`src/rtl/i2c_wr_pkg.sv`:
```
package i2c_wr_pkg;

    typedef enum logic [2:0] {
        RX_IDLE,
        RX_DEVADDR,
        RX_CMD,
        RX_DATA,
        RX_SKIP
    } rx_state_e;

    typedef struct packed {
        logic [6:0] dev;
        logic       rnw;
    } addr_byte_t;

    typedef struct packed {
        logic start;
        logic stop;
        logic scl_rise;
        logic scl_fall;
        logic sda;
    } bus_evt_t;

    function automatic logic addr_accept(input logic [7:0] b, input logic [6:0] dev);
        addr_byte_t a;
        a = addr_byte_t'(b);
        return (a.dev == dev) && !a.rnw;
    endfunction

endpackage

```
`src/rtl/i2c_line_sync.sv`:
```
module i2c_line_sync #(
    parameter int STAGES = 2,
    parameter int LINES  = 2
) (
    input  logic             clk,
    input  logic             rst,
    input  logic [LINES-1:0] din,
    output logic [LINES-1:0] dout
);
    genvar g;
    generate
        for (g = 0; g < LINES; g++) begin : g_line
            logic [STAGES-1:0] chain;
            always_ff @(posedge clk) begin
                if (rst) chain <= '1;
                else     chain <= {chain[STAGES-2:0], din[g]};
            end
            assign dout[g] = chain[STAGES-1];
        end
    endgenerate
endmodule

```
`src/rtl/i2c_bus_cond.sv`:
```
module i2c_bus_cond
    import i2c_wr_pkg::*;
(
    input  logic     clk,
    input  logic     rst,
    input  logic     scl_s,
    input  logic     sda_s,
    output bus_evt_t evt
);
    logic scl_q, sda_q;

    always_ff @(posedge clk) begin
        if (rst) begin
            scl_q <= 1'b1;
            sda_q <= 1'b1;
        end else begin
            scl_q <= scl_s;
            sda_q <= sda_s;
        end
    end

    always_comb begin
        evt.start    = scl_s & scl_q & sda_q & ~sda_s;
        evt.stop     = scl_s & scl_q & ~sda_q & sda_s;
        evt.scl_rise = scl_s & ~scl_q;
        evt.scl_fall = ~scl_s & scl_q;
        evt.sda      = sda_s;
    end
endmodule

```
`src/rtl/i2c_reg_ptr.sv`:
```
module i2c_reg_ptr #(
    parameter int AW = 7
) (
    input  logic          clk,
    input  logic          rst,
    input  logic          load,
    input  logic [AW-1:0] ld_val,
    input  logic          inc,
    output logic [AW-1:0] ptr
);
    always_ff @(posedge clk) begin
        if (rst)       ptr <= '0;
        else if (load) ptr <= ld_val;
        else if (inc)  ptr <= ptr + 1'b1;
    end
endmodule

```
`src/rtl/i2c_wr_ctrl.sv`:
```
module i2c_wr_ctrl
    import i2c_wr_pkg::*;
#(
    parameter logic [6:0] DEV_ADDR = 7'h35,
    parameter int         DW       = 8,
    localparam int        AW       = DW - 1,
    localparam int        CW       = $clog2(DW + 1)
) (
    input  logic          clk,
    input  logic          rst,
    input  bus_evt_t      evt,
    input  logic [AW-1:0] ptr,
    output logic          ptr_load,
    output logic [AW-1:0] ptr_ld_val,
    output logic          ptr_inc,
    output logic          sda_oe,
    output logic          wr_stb,
    output logic [AW-1:0] wr_addr,
    output logic [DW-1:0] wr_data,
    output logic          conv_start,
    output rx_state_e     state
);
    logic [CW-1:0] bit_cnt;
    logic [DW-2:0] shreg;
    logic          ack_on;
    logic          trig_q;
    logic          match_q;
    logic          receiving;
    logic          byte_done;
    logic          last_bit;
    logic [DW-1:0] full_byte;

    always_comb begin
        receiving  = (state == RX_DEVADDR) || (state == RX_CMD) || (state == RX_DATA);
        byte_done  = (bit_cnt == CW'(DW));
        full_byte  = {shreg, evt.sda};
        last_bit   = receiving && !ack_on && evt.scl_rise && (bit_cnt == CW'(DW - 1));
        ptr_load   = last_bit && (state == RX_CMD);
        ptr_ld_val = full_byte[AW-1:0];
        ptr_inc    = last_bit && (state == RX_DATA);
    end

    always_ff @(posedge clk) begin
        if (rst) begin
            state      <= RX_IDLE;
            bit_cnt    <= '0;
            shreg      <= '0;
            ack_on     <= 1'b0;
            trig_q     <= 1'b0;
            match_q    <= 1'b0;
            sda_oe     <= 1'b0;
            wr_stb     <= 1'b0;
            wr_addr    <= '0;
            wr_data    <= '0;
            conv_start <= 1'b0;
        end else begin
            wr_stb     <= 1'b0;
            conv_start <= 1'b0;
            if (evt.start) begin
                state   <= RX_DEVADDR;
                bit_cnt <= '0;
                ack_on  <= 1'b0;
                sda_oe  <= 1'b0;
            end else if (evt.stop) begin
                state   <= RX_IDLE;
                bit_cnt <= '0;
                ack_on  <= 1'b0;
                sda_oe  <= 1'b0;
            end else if (receiving) begin
                if (evt.scl_rise && !byte_done && !ack_on) begin
                    shreg   <= full_byte[DW-2:0];
                    bit_cnt <= bit_cnt + 1'b1;
                    if (last_bit) begin
                        case (state)
                            RX_DEVADDR: match_q <= addr_accept(full_byte[7:0], DEV_ADDR);
                            RX_CMD:     trig_q  <= full_byte[DW-1];
                            RX_DATA: begin
                                wr_stb  <= 1'b1;
                                wr_addr <= ptr;
                                wr_data <= full_byte;
                            end
                            default: ;
                        endcase
                    end
                end else if (evt.scl_fall && byte_done && !ack_on) begin
                    if (state == RX_DEVADDR && !match_q) begin
                        state   <= RX_SKIP;
                        bit_cnt <= '0;
                    end else begin
                        ack_on <= 1'b1;
                        sda_oe <= 1'b1;
                        if (state == RX_CMD && trig_q) conv_start <= 1'b1;
                    end
                end else if (evt.scl_fall && ack_on) begin
                    ack_on  <= 1'b0;
                    sda_oe  <= 1'b0;
                    bit_cnt <= '0;
                    if (state == RX_DEVADDR)  state <= RX_CMD;
                    else if (state == RX_CMD) state <= RX_DATA;
                end
            end
        end
    end
endmodule

```
`src/rtl/i2c_cmd_target.sv`:
```
module i2c_cmd_target
    import i2c_wr_pkg::*;
#(
    parameter logic [6:0] DEV_ADDR    = 7'h35,
    parameter int         SYNC_STAGES = 2,
    parameter int         DATA_W      = 8,
    localparam int        REG_AW      = DATA_W - 1
) (
    input  logic              clk,
    input  logic              rst,
    input  logic              scl_i,
    input  logic              sda_i,
    output logic              sda_oe,
    output logic              wr_stb,
    output logic [REG_AW-1:0] wr_addr,
    output logic [DATA_W-1:0] wr_data,
    output logic              conv_start
);
    logic [1:0]        lines_s;
    bus_evt_t          evt;
    logic              ptr_load;
    logic              ptr_inc;
    logic [REG_AW-1:0] ptr_ld_val;
    logic [REG_AW-1:0] ptr;
    rx_state_e         state;

    i2c_line_sync #(.STAGES(SYNC_STAGES), .LINES(2)) u_sync (
        .clk  (clk),
        .rst  (rst),
        .din  ({scl_i, sda_i}),
        .dout (lines_s)
    );

    i2c_bus_cond u_cond (
        .clk   (clk),
        .rst   (rst),
        .scl_s (lines_s[1]),
        .sda_s (lines_s[0]),
        .evt   (evt)
    );

    i2c_reg_ptr #(.AW(REG_AW)) u_ptr (
        .clk    (clk),
        .rst    (rst),
        .load   (ptr_load),
        .ld_val (ptr_ld_val),
        .inc    (ptr_inc),
        .ptr    (ptr)
    );

    i2c_wr_ctrl #(.DEV_ADDR(DEV_ADDR), .DW(DATA_W)) u_ctrl (
        .clk        (clk),
        .rst        (rst),
        .evt        (evt),
        .ptr        (ptr),
        .ptr_load   (ptr_load),
        .ptr_ld_val (ptr_ld_val),
        .ptr_inc    (ptr_inc),
        .sda_oe     (sda_oe),
        .wr_stb     (wr_stb),
        .wr_addr    (wr_addr),
        .wr_data    (wr_data),
        .conv_start (conv_start),
        .state      (state)
    );
endmodule

```
`config.mk`:
```
export PLATFORM = sky130hd
export DESIGN_NAME = i2c_cmd_target
export DESIGN_NICKNAME = d
export VERILOG_FILES = /design/src/rtl/i2c_wr_pkg.sv /design/src/rtl/i2c_line_sync.sv /design/src/rtl/i2c_bus_cond.sv /design/src/rtl/i2c_reg_ptr.sv /design/src/rtl/i2c_wr_ctrl.sv /design/src/rtl/i2c_cmd_target.sv
export SDC_FILE = /design/constraint.sdc
export NUM_CORES = 1
export LEC_CHECK = 0
export BUFFER_PORTS_ARGS = -buffer_cell sky130_fd_sc_hd__buf_2
export CORE_MARGIN = 10
export CORE_UTILIZATION = 52
export CTS_CLUSTER_DIAMETER = 40
export CTS_CLUSTER_SIZE = 12
export DETAILED_ROUTE_END_ITERATION = 10
export GPL_TIMING_DRIVEN = 0
export PLACE_DENSITY_LB_ADDON = 0.2
export SLEW_MARGIN = 20
export SYNTH_ARGS = -nofsm -noshare
export SYNTH_HDL_FRONTEND = slang
export SYNTH_SLANG_ARGS = --single-unit
```
`constraint.sdc`:
```
create_clock -name clk -period 2.2 [get_ports clk]
set_clock_uncertainty 0.2 [all_clocks]
set_input_delay 0.22 -clock clk [delete_from_list [all_inputs] [get_ports clk]]
set_output_delay 0.22 -clock clk [all_outputs]
set_load 0.1 [all_outputs]
```
Word-level counts from Yosys, hierarchy flattened
Index checks and enable logic that the tools add are counted.

cells by class
  $add $sub $neg = 2
  equal/unequal tests = 11
  multiplexer cells = 20
  bitwise gates (word level) = 17
  reductions and logical operators = 37

operators by type and width
  cell                   count
  $reduce_and A6 Y1      3
  $mux W4                4
  $mux W3                5
  $mux W7                2
  $logic_and A1 B1 Y1    13
  $not A1 Y1             10
  $reduce_and A5 Y1      2
  $mux W1                9
  $reduce_bool A3 Y1     3
  $reduce_and A4 Y1      2
  $add A7 B1 Y7 const B  1
  $and A1 B1 Y1          7
  $eq A7 B6 Y1 const B   1
  $reduce_or A7 Y1       1
  $eq A3 B2 Y1 const B   2
  $reduce_or A6 Y1       1
  $reduce_bool A5 Y1     1
  $add A4 B1 Y4 const B  1
  $eq A4 B3 Y1 const B   1
  $eq A4 B4 Y1 const B   1
  $logic_not A1 Y1       4
  $ne A2 B2 Y1 const B   2
  $ne A4 B4 Y1 const B   1
  $reduce_bool A2 Y1     2
  other kinds (7)        8

storage, ports and cells
  bits in registers = 47
  input bits = 4
  output and inout port bits = 18

Depth between registers and ports, before layout
Gate-level depths: netlist of the first run.

  word-level depth = 9
  gate-level depth with buffers = 8
  gate-level depth less buffers = 6

Cells and area by module
From an unflattened synthesis of the first run, not the netlist that was laid out.

second synthesis, totals
  cells, all modules = 244
  area total of the unflattened synthesis = 2,258.4 um^2

modules (own cells, without submodules)
  module         times used  cells an instance  area each (um^2)  seq. area each (um^2)
  i2c_wr_ctrl    1           184                1,695.4           680.7
  i2c_reg_ptr    1           41                 350.3             140.1
  i2c_line_sync  1           10                 120.1             80.1
  i2c_bus_cond   1           9                  92.6              40.0

Worst setup path after synthesis of the first run
Ideal clock, no wire load.

  path type = register -> register
  from = register, netlist name u_ctrl.sda_oe
  to = register u_ctrl.wr_addr[0]
  library setup time = 0.128 ns
  arrival = 2.403 ns
  required time = 1.872 ns
  setup slack = -0.531 ns
  cell stages (with the launch flop) = 9
  buffers on the path = 4
  cell sequence = dfxtp_1 buf_6 or3b_1 buf_2 or4_4 buf_6 buf_6 mux2i_1 nor2_1

RTL lines
  item                  RTL line           text
  end signal, assigned  i2c_wr_ctrl.sv:79  wr_addr <= ptr;
  end, declared         i2c_wr_ctrl.sv:18  output logic [AW-1:0] wr_addr,

==> results of run 1 <==
Yosys cell counts (2+ instances only):
library cell  number  share of area
nand2_1            8          0.014
clkbuf_1           8          0.014
ha_1               3          0.018
nand3_1            6          0.014
nor2_1            32          0.056
o21ai_1            3         0.0070
mux2i_1           27           0.13
inv_1              8          0.014
nor2b_1            4          0.012
or2_2              7          0.020
a22oi_1            2         0.0070
nor4_1             8          0.023
nand3b_1           5          0.018
a31oi_1            4          0.012
buf_6              3          0.016
dfxtp_1           47           0.44
nand4_1            3         0.0088
and2_1             2         0.0059
a211oi_1           4          0.014
nand4b_1           2         0.0082
o211ai_1           6          0.021
nand2b_1           6          0.018
o221ai_1           2         0.0082
a21oi_1           10          0.023
kinds of logic (layout without fill, tap and decap cells):
| family | count (synthesis) | in the layout | synth area share |
|---|---|---|---|
| AND/OR/NAND/NOR | 93 | 93 | 0.235 |
| buffers and inverters | 20 | 54 | 0.0462 |
| adder cells (fa/ha/maj) | 3 | 3 | 0.0176 |
| AO/OA/AOI/OAI | 40 | 40 | 0.127 |
| multiplexers | 27 | 27 | 0.126 |
| XOR/XNOR | 2 | 2 | 0.00819 |
| flip-flops | 47 | 47 | 0.440 |
registers in the layout (all words and copies together) (netlist names):
register             cells
u_cond.scl_q             1
u_cond.sda_q             1
u_ctrl.bit_cnt           4
u_ctrl.conv_start        1
u_ctrl.match_q           1
u_ctrl.sda_oe            1
u_ctrl.shreg             7
u_ctrl.state             3
u_ctrl.trig_q            1
u_ctrl.wr_addr           7
u_ctrl.wr_data           8
u_ctrl.wr_stb            1
u_ptr.ptr                7
u_sync.g_line.chain      4
routing by layer:
layer | GRT usage | routed length (µm) | up-vias
li1 | - | - | 897
met1 | 0.186 | 2410 | 814
met2 | 0.202 | 2000 | 34
met3 | 0.0371 | 236 | 6
met4 | 0.0457 | 61 | 0
met5 | 0 | 0 | -
repair_timing:
| action | in CTS | in global routing |
|---|---|---|
| pin swaps | 2 | 1 |
| resized for setup | 4 | 13 |
| setup endpoints to repair | 12 | 24 |
| hold endpoints to repair | 2 | 0 |
| cloned | 1 | 0 |
| hold buffers | 2 | 0 |
| setup buffers | 6 | 3 |
power by group through the flow:
stage	combinational [mW]	clock (mW)	sequential, mW
6_report	0.0595	0.505	0.857
2_1_floorplan	0.0418	0	0.877
4_1_cts	0.0596	0.516	0.859
3_3_place_gp	0.0548	0	0.878
5_1_grt	0.0662	0.551	0.858
3_5_place_dp	0.0553	0	0.878
worst max-delay path by stage:
stage / end / startpoint / slack, ns / cells after the start
after CTS: u_ctrl.wr_data[3] / u_sync.g_line[1].chain[1] / 0.05 / 6
after detailed placement: u_ctrl.wr_addr[2] / u_ctrl.sda_oe / -0.12 / 8
after global routing: u_ctrl.wr_data[0] / u_ctrl.bit_cnt[0] / -0.02 / 7
after floorplan: u_ctrl.wr_addr[0] / u_ctrl.sda_oe / -0.19 / 8
final: u_ctrl.wr_data[3] / u_ctrl.sda_oe / 0.09 / 6
after global placement: u_ctrl.bit_cnt[2] / u_ctrl.state[0] / -0.14 / 5
critical path, delay by kind of cell (launching register included):
family / cells / cell delay, ns
multiplexers: 1 / 0.14
flip-flops: 1 / 0.38
AND/OR/NAND/NOR: 3 / 0.97
buffers and inverters: 2 / 0.29
area by class of cell:
cell class / count / share of cell area
sequential: 47 / 0.375
timing repair buffer: 32 / 0.0942
multi-input combinational: 165 / 0.445
clock buffer: 5 / 0.0270
clock inverter: 2 / 0.00539
tap: 50 / 0.0245
inverter: 8 / 0.0118
buffer: 7 / 0.0172
stage by stage:
step	setup WS [ns]	setup TNS, ns	total power [mW]
after floorplan	-0.188	-1.99	0.919
after global placement	-0.141	-1.29	0.933
after detailed placement	-0.124	-1.23	0.934
after CTS	0.0518	0	1.43
after global routing	-0.0163	-0.0222	1.48
final	0.0948	0	1.42
==> summary.md, run 1 <==
| Metric | Value |
|---|---|
| GRT Total Usage | `0.137` |
| RSZ-0062 raised after global routing | `true` |
| DR DRC count | `0` |
| DP Area | `0.00231 mm²` |
| PwrDens | `557 mW/mm²` |
| Routability cong. | `0.836` |
| Register area | `956 µm²` |
| CTS buffer count | `5` |
| Critical-path cell list | `or3b_4 > or4_4 > buf_12 > buf_4 > mux2i_1 > nor2_1` |
| Async SR Flop Fraction | `0` |
| Hpwl dp | `3230 µm` |
| Main flop type after synthesis | `dfxtp_1` |
| Initial antenna violation count | `0` |
| Share of power burned in registers | `0.603` |
| Final non-filler cell total | `316` |
| # fillers | `344` |
| TritonCTS clock tree | `yes` |
| Die footprint | `0.00708 mm²` |
| GR Overflow Total | `0` |
| Critical setup path kind | `register to register` |
| Area of the multi-input gates | `0.00114 mm²` |
| Clock Power Share | `0.355` |
| Total vias in the final route | `1,751` |
| Max VDD drop | `0.000401 V` |
| Least-Margin Pin Slew | `0.613 ns` |
| Rows | `23` |
| Post-synthesis instance area | `0.00214 mm²` |
| Clk_lat worst skew | `0.30 ns` |
| Post-Syn Nets | `239` |
| EDFF count, synth | `0` |
| Critical Path RT | `2.17 ns` |
| Comb pwr share | `0.042` |
| Count of final setup violators | `0` |
| Hold endpoint | `u_ptr.ptr[3]` |
| Layout Nets | `273` |
| Internal power | `1.09 mW` |
| Initial DRT Pass Iterations | `4` |
| Tcrit/Tclk final | `0.957` |
| Fin Hold WS | `0.211 ns` |
| Largest net degree at the start of global routing | `15` |
| Critical path's largest stage delay | `0.48 ns` |
| Antenna Nets Post-Route | `0` |
| Min-Delay Path Class | `input port to register` |
| Max-slew headroom | `0.588` |
| Most common cell after layout, fill and taps aside | `dfxtp_1` |
| Vias per inst | `5.54` |
| Share of layout cells above drive strength 1 | `0.226` |
| Die height | `84.1 µm` |
| Area Overhead vs Synth | `19.3%` |
| Clk buf depth | `2` |
| CP endpoint kind | `register` |
| FF-to-FF setup slack | `0.09 ns` |
| Clock transition at the registers of the reported paths | `0.09 ns` |
| Worst r2r dst | `u_ctrl.wr_data[3]` |
| Crit path DAT | `2.08 ns` |
| Critical Path Fanout Max | `11` |
| Slew Viols, Final | `0` |
| Initial Util | `0.535` |
| H-tree depth | `2` |
| Hold Startpoint | `rst` |
| Ys Warns | `0` |
| Cell at the root of the clock tree | `clkbuf_8` |
| Inserted Diodes | `0` |
| Post-Syn Area per Cell | `9.22 µm²` |
| Most frequent cells in the layout | `dfxtp_1, nor2_1, mux2i_1, buf_2, a21oi_1` |
| Worst r2r src | `u_ctrl.sda_oe` |
| DIE WIDTH | `84.1 µm` |
| Netlist cell types | `46` |
| Pleak | `1.08 nW` |
| Drt wl/cell | `14.9 µm` |
| F_max | `0.475 GHz` |
| Fin util | `0.638` |
| P_sw | `328 µW` |
| Critical path launch point type | `register` |
| Run status | `finished, final reports clean` |
| Post-Layout Inst Area | `0.00255 mm²` |
| MaxCap Viol Count | `0` |
| Cells after DPL | `302` |
| Boundary pin count | `22` |
| Yosys reg bits | `47` |
| 1st-iter DRT viols | `142` |
| Register area share after synthesis | `0.440` |
| Core area | `0.00400 mm²` |
| Reg2Reg Depth | `6` |
| CTS Sinks | `47` |
| IO Port Bufs | `20` |
| Post-layout minimum cycle time | `2.11 ns` |
| Hold depth | `3` |
| Worst path slowest cell | `or4_4` |
| Number of global-route vias before repair | `1,688` |
| Fin. Hold Viols | `0` |
| Global-route wire length before repair | `8220 µm` |
| Gate count of the mapped netlist | `232` |
| Sw Share | `0.231` |
| Routed WL | `4710 µm` |
Power figures use the tool's default switching activity.
==> run 2: changes to the inputs <==
--- a/config.mk
+++ b/config.mk
@@ -13,6 +13,7 @@
 export DETAILED_ROUTE_END_ITERATION = 10
 export GPL_TIMING_DRIVEN = 0
 export PLACE_DENSITY_LB_ADDON = 0.2
+export SETUP_SLACK_MARGIN = 0.5
 export SLEW_MARGIN = 20
 export SYNTH_ARGS = -nofsm -noshare
 export SYNTH_HDL_FRONTEND = slang
==> run 2 against run 1 <==
Final area increased by 18%; largest cell class unchanged; count of clock-buffer cells in the layout increased by 2; sequential share of layout area decreased by 5.5 points; maximum frequency decreased by 8.4%; combinational power increased by 31%; wire length increased by 27%; largest power group unchanged; worst setup slack got worse by 0.19 ns; the flow now finishes with violations (negative setup slack); critical path type unchanged.
==> summary.md, run 2 (same netlist as run 1, synthesis figures left out) <==
| Metric | Value |
|---|---|
| # fillers | `246 (-28%)` |
| Die height | `84.1 µm (unchanged)` |
| Largest Register | `u_ctrl.wr_data` |
| Drt wl/cell | `17.9 µm (+20%)` |
| PwrDens | `517 mW/mm² (-7.2%)` |
| Pleak | `1.23 nW (+14%)` |
| Fin Hold WS | `0.197 ns (-0.0140 ns)` |
| GRT Total Usage | `0.154 (+0.0169)` |
| Tcrit/Tclk final | `1.04 (+0.0878)` |
| DIE WIDTH | `84.1 µm (unchanged)` |
| Area of the multi-input gates | `0.00135 mm² (+19%)` |
| Fin util | `0.750 (+0.112)` |
| Worst path slowest cell | `or4_4` |
| RSZ-0062 raised after global routing | `true` |
| Rows | `23 (unchanged)` |
| CP top delay family | `simple AND/OR/NAND/NOR gates` |
| Min-Delay Path Class | `input port to register` |
| Total vias in the final route | `1,941 (+11%)` |
| Critical-path cell list | `buf_6 > or3b_4 > buf_6 > or4_4 > buf_8 > buf_12 > mux2i_1 > nor2_1` |
| Area Overhead vs Synth | `40.3%` |
| CTS buffer count | `5 (unchanged)` |
| Cell at the root of the clock tree | `clkbuf_8` |
| Max VDD drop | `0.000459 V (+14%)` |
| Die footprint | `0.00708 mm² (unchanged)` |
| Number of global-route vias before repair | `1,883 (+12%)` |
| Least-Margin Pin Slew | `0.607 ns (-0.00631 ns)` |
| Vias per inst | `5.81 (+4.9%)` |
| Max reg flops | `8 (unchanged)` |
| Clk_lat worst skew | `0.30 ns (about the same)` |
| Post-layout minimum cycle time | `2.30 ns (+0.193 ns)` |
| Initial antenna violation count | `0 (unchanged)` |
| Inserted Diodes | `0 (unchanged)` |
| Most frequent cells in the layout | `dfxtp_1, nor2_1, mux2i_1, buf_2, buf_6` |
| Share of layout cells above drive strength 1 | `0.398 (+0.172)` |
| Count of final setup violators | `18 (+18)` |
| Critical Path Fanout Max | `6 (-5)` |
| F_max | `0.435 GHz (-8.4%)` |
| H-tree depth | `2 (unchanged)` |
| Critical path launch point type | `register` |
| Initial DRT Pass Iterations | `4 (unchanged)` |
| Run status | `finished with violations` |
| Critical path's largest stage delay | `0.48 ns (about the same)` |
| Buf/Inv on CP | `4 (+2)` |
| CP most frequent cell | `buf_6` |
| CP endpoint kind | `register` |
| Failing checks | `negative setup slack` |
| FF-to-FF setup slack | `-0.1 ns (-0.19 ns)` |
| Critical Path RT | `2.18 ns (about the same)` |
| MaxCap Viol Count | `0 (unchanged)` |
| Clk buf depth | `2 (unchanged)` |
| Most common cell after layout, fill and taps aside | `dfxtp_1` |
| Register area | `960 µm² (+0.39%)` |
| Boundary pin count | `22 (unchanged)` |
| Layout Nets | `290 (+6.2%)` |
| Antenna Nets Post-Route | `0 (unchanged)` |
| GR Overflow Total | `0 (unchanged)` |
| Max-slew headroom | `0.596 (+0.00798)` |
| DR DRC count | `0 (unchanged)` |
| Global-route wire length before repair | `9270 µm (+13%)` |
| Core area | `0.00400 mm² (unchanged)` |
| Largest net degree at the start of global routing | `15 (unchanged)` |
| Initial Util | `0.535 (unchanged)` |
| Crit path DAT | `2.28 ns (+0.20 ns)` |
| IO Port Bufs | `20 (unchanged)` |
| Critical setup path kind | `register to register` |
| Routed WL | `5990 µm (+27%)` |
| Fin worst setup slack | `-0.0983 ns (-0.193 ns)` |
| Hpwl dp | `3260 µm (+1.1%)` |
| Slew Viols, Final | `0 (unchanged)` |
| CTS Sinks | `47 (unchanged)` |
| Routability cong. | `0.832 (-0.53%)` |
| Fin. Hold Viols | `0 (unchanged)` |
| TritonCTS clock tree | `yes` |
| 1st-iter DRT viols | `220 (+55%)` |
| Clock transition at the registers of the reported paths | `0.09 ns (about the same)` |
| Power Total | `1.55 mW (+9.2%)` |
## run 2: repair_timing
item | 4_1_cts | 5_1_grt
buffers inserted | 12 | 8
pin swaps | 22 | 15
setup endpoints to repair | 39 | 39
gates cloned | 2 | 0
hold buffers | 2 | 0
endpoints found under the hold margin | 2 | 0
resized for setup | 48 | 33
## run 2: through the flow
stage / std cells / cell area, µm² / setup WS [ns] / setup TNS, ns
2_1_floorplan: 232 / 2170 / -0.188 / -1.99
3_5_place_dp: 302 / 2330 / -0.148 / -1.19
4_1_cts: 326 / 2830 / -0.0767 / -0.860
6_report: 334 / 3000 / -0.0983 / -1.24
3_3_place_gp: 302 / 2330 / -0.125 / -1.09
5_1_grt: 334 / 3000 / -0.165 / -2.40
## run 2: worst register-to-register path: cells and delay by family, from the launching register on
family	cells	cell delay [ns]
muxes	1	0.15
DFF	1	0.35
and+or+nand+nor	3	0.93
buffers and inverters	4	0.54
## run 2: worst paths after layout
check / startpoint / end / cells after the start
worst max-delay path: u_ctrl.sda_oe / u_ctrl.wr_addr[3] / 8
worst min-delay path: rst / u_ptr.ptr[3] / 3
worst max register to register: u_ctrl.sda_oe / u_ctrl.wr_addr[3] / 8
worst min register to register: u_sync.g_line[1].chain[0] / u_sync.g_line[1].chain[1] / 1
## run 2: power by group
group          switching (mW)  internal, mW  total, mW
clock                   0.293         0.322      0.615
sequential            0.00665         0.851      0.857
combinational          0.0463        0.0318     0.0781
total                   0.346          1.20       1.55
## run 2: layout make-up
cell class	count	area share
clock buffers	7	0.0359
clock inverters	1	0.00167
plain buffers	12	0.0346
inverters	8	0.0117
repair buffers	44	0.125
well taps	50	0.0209
flip-flops and latches	47	0.320
multi-input cells	165	0.450
## run 2: per-layer routing
layer / GRT usage / up-vias / routed length (µm)
met5: 0 / - / 0
met4: 0.0502 / 0 / 66
met3: 0.0459 / 6 / 360
met2: 0.242 / 63 / 2840
met1: 0.195 / 930 / 2720
li1: - / 942 / -
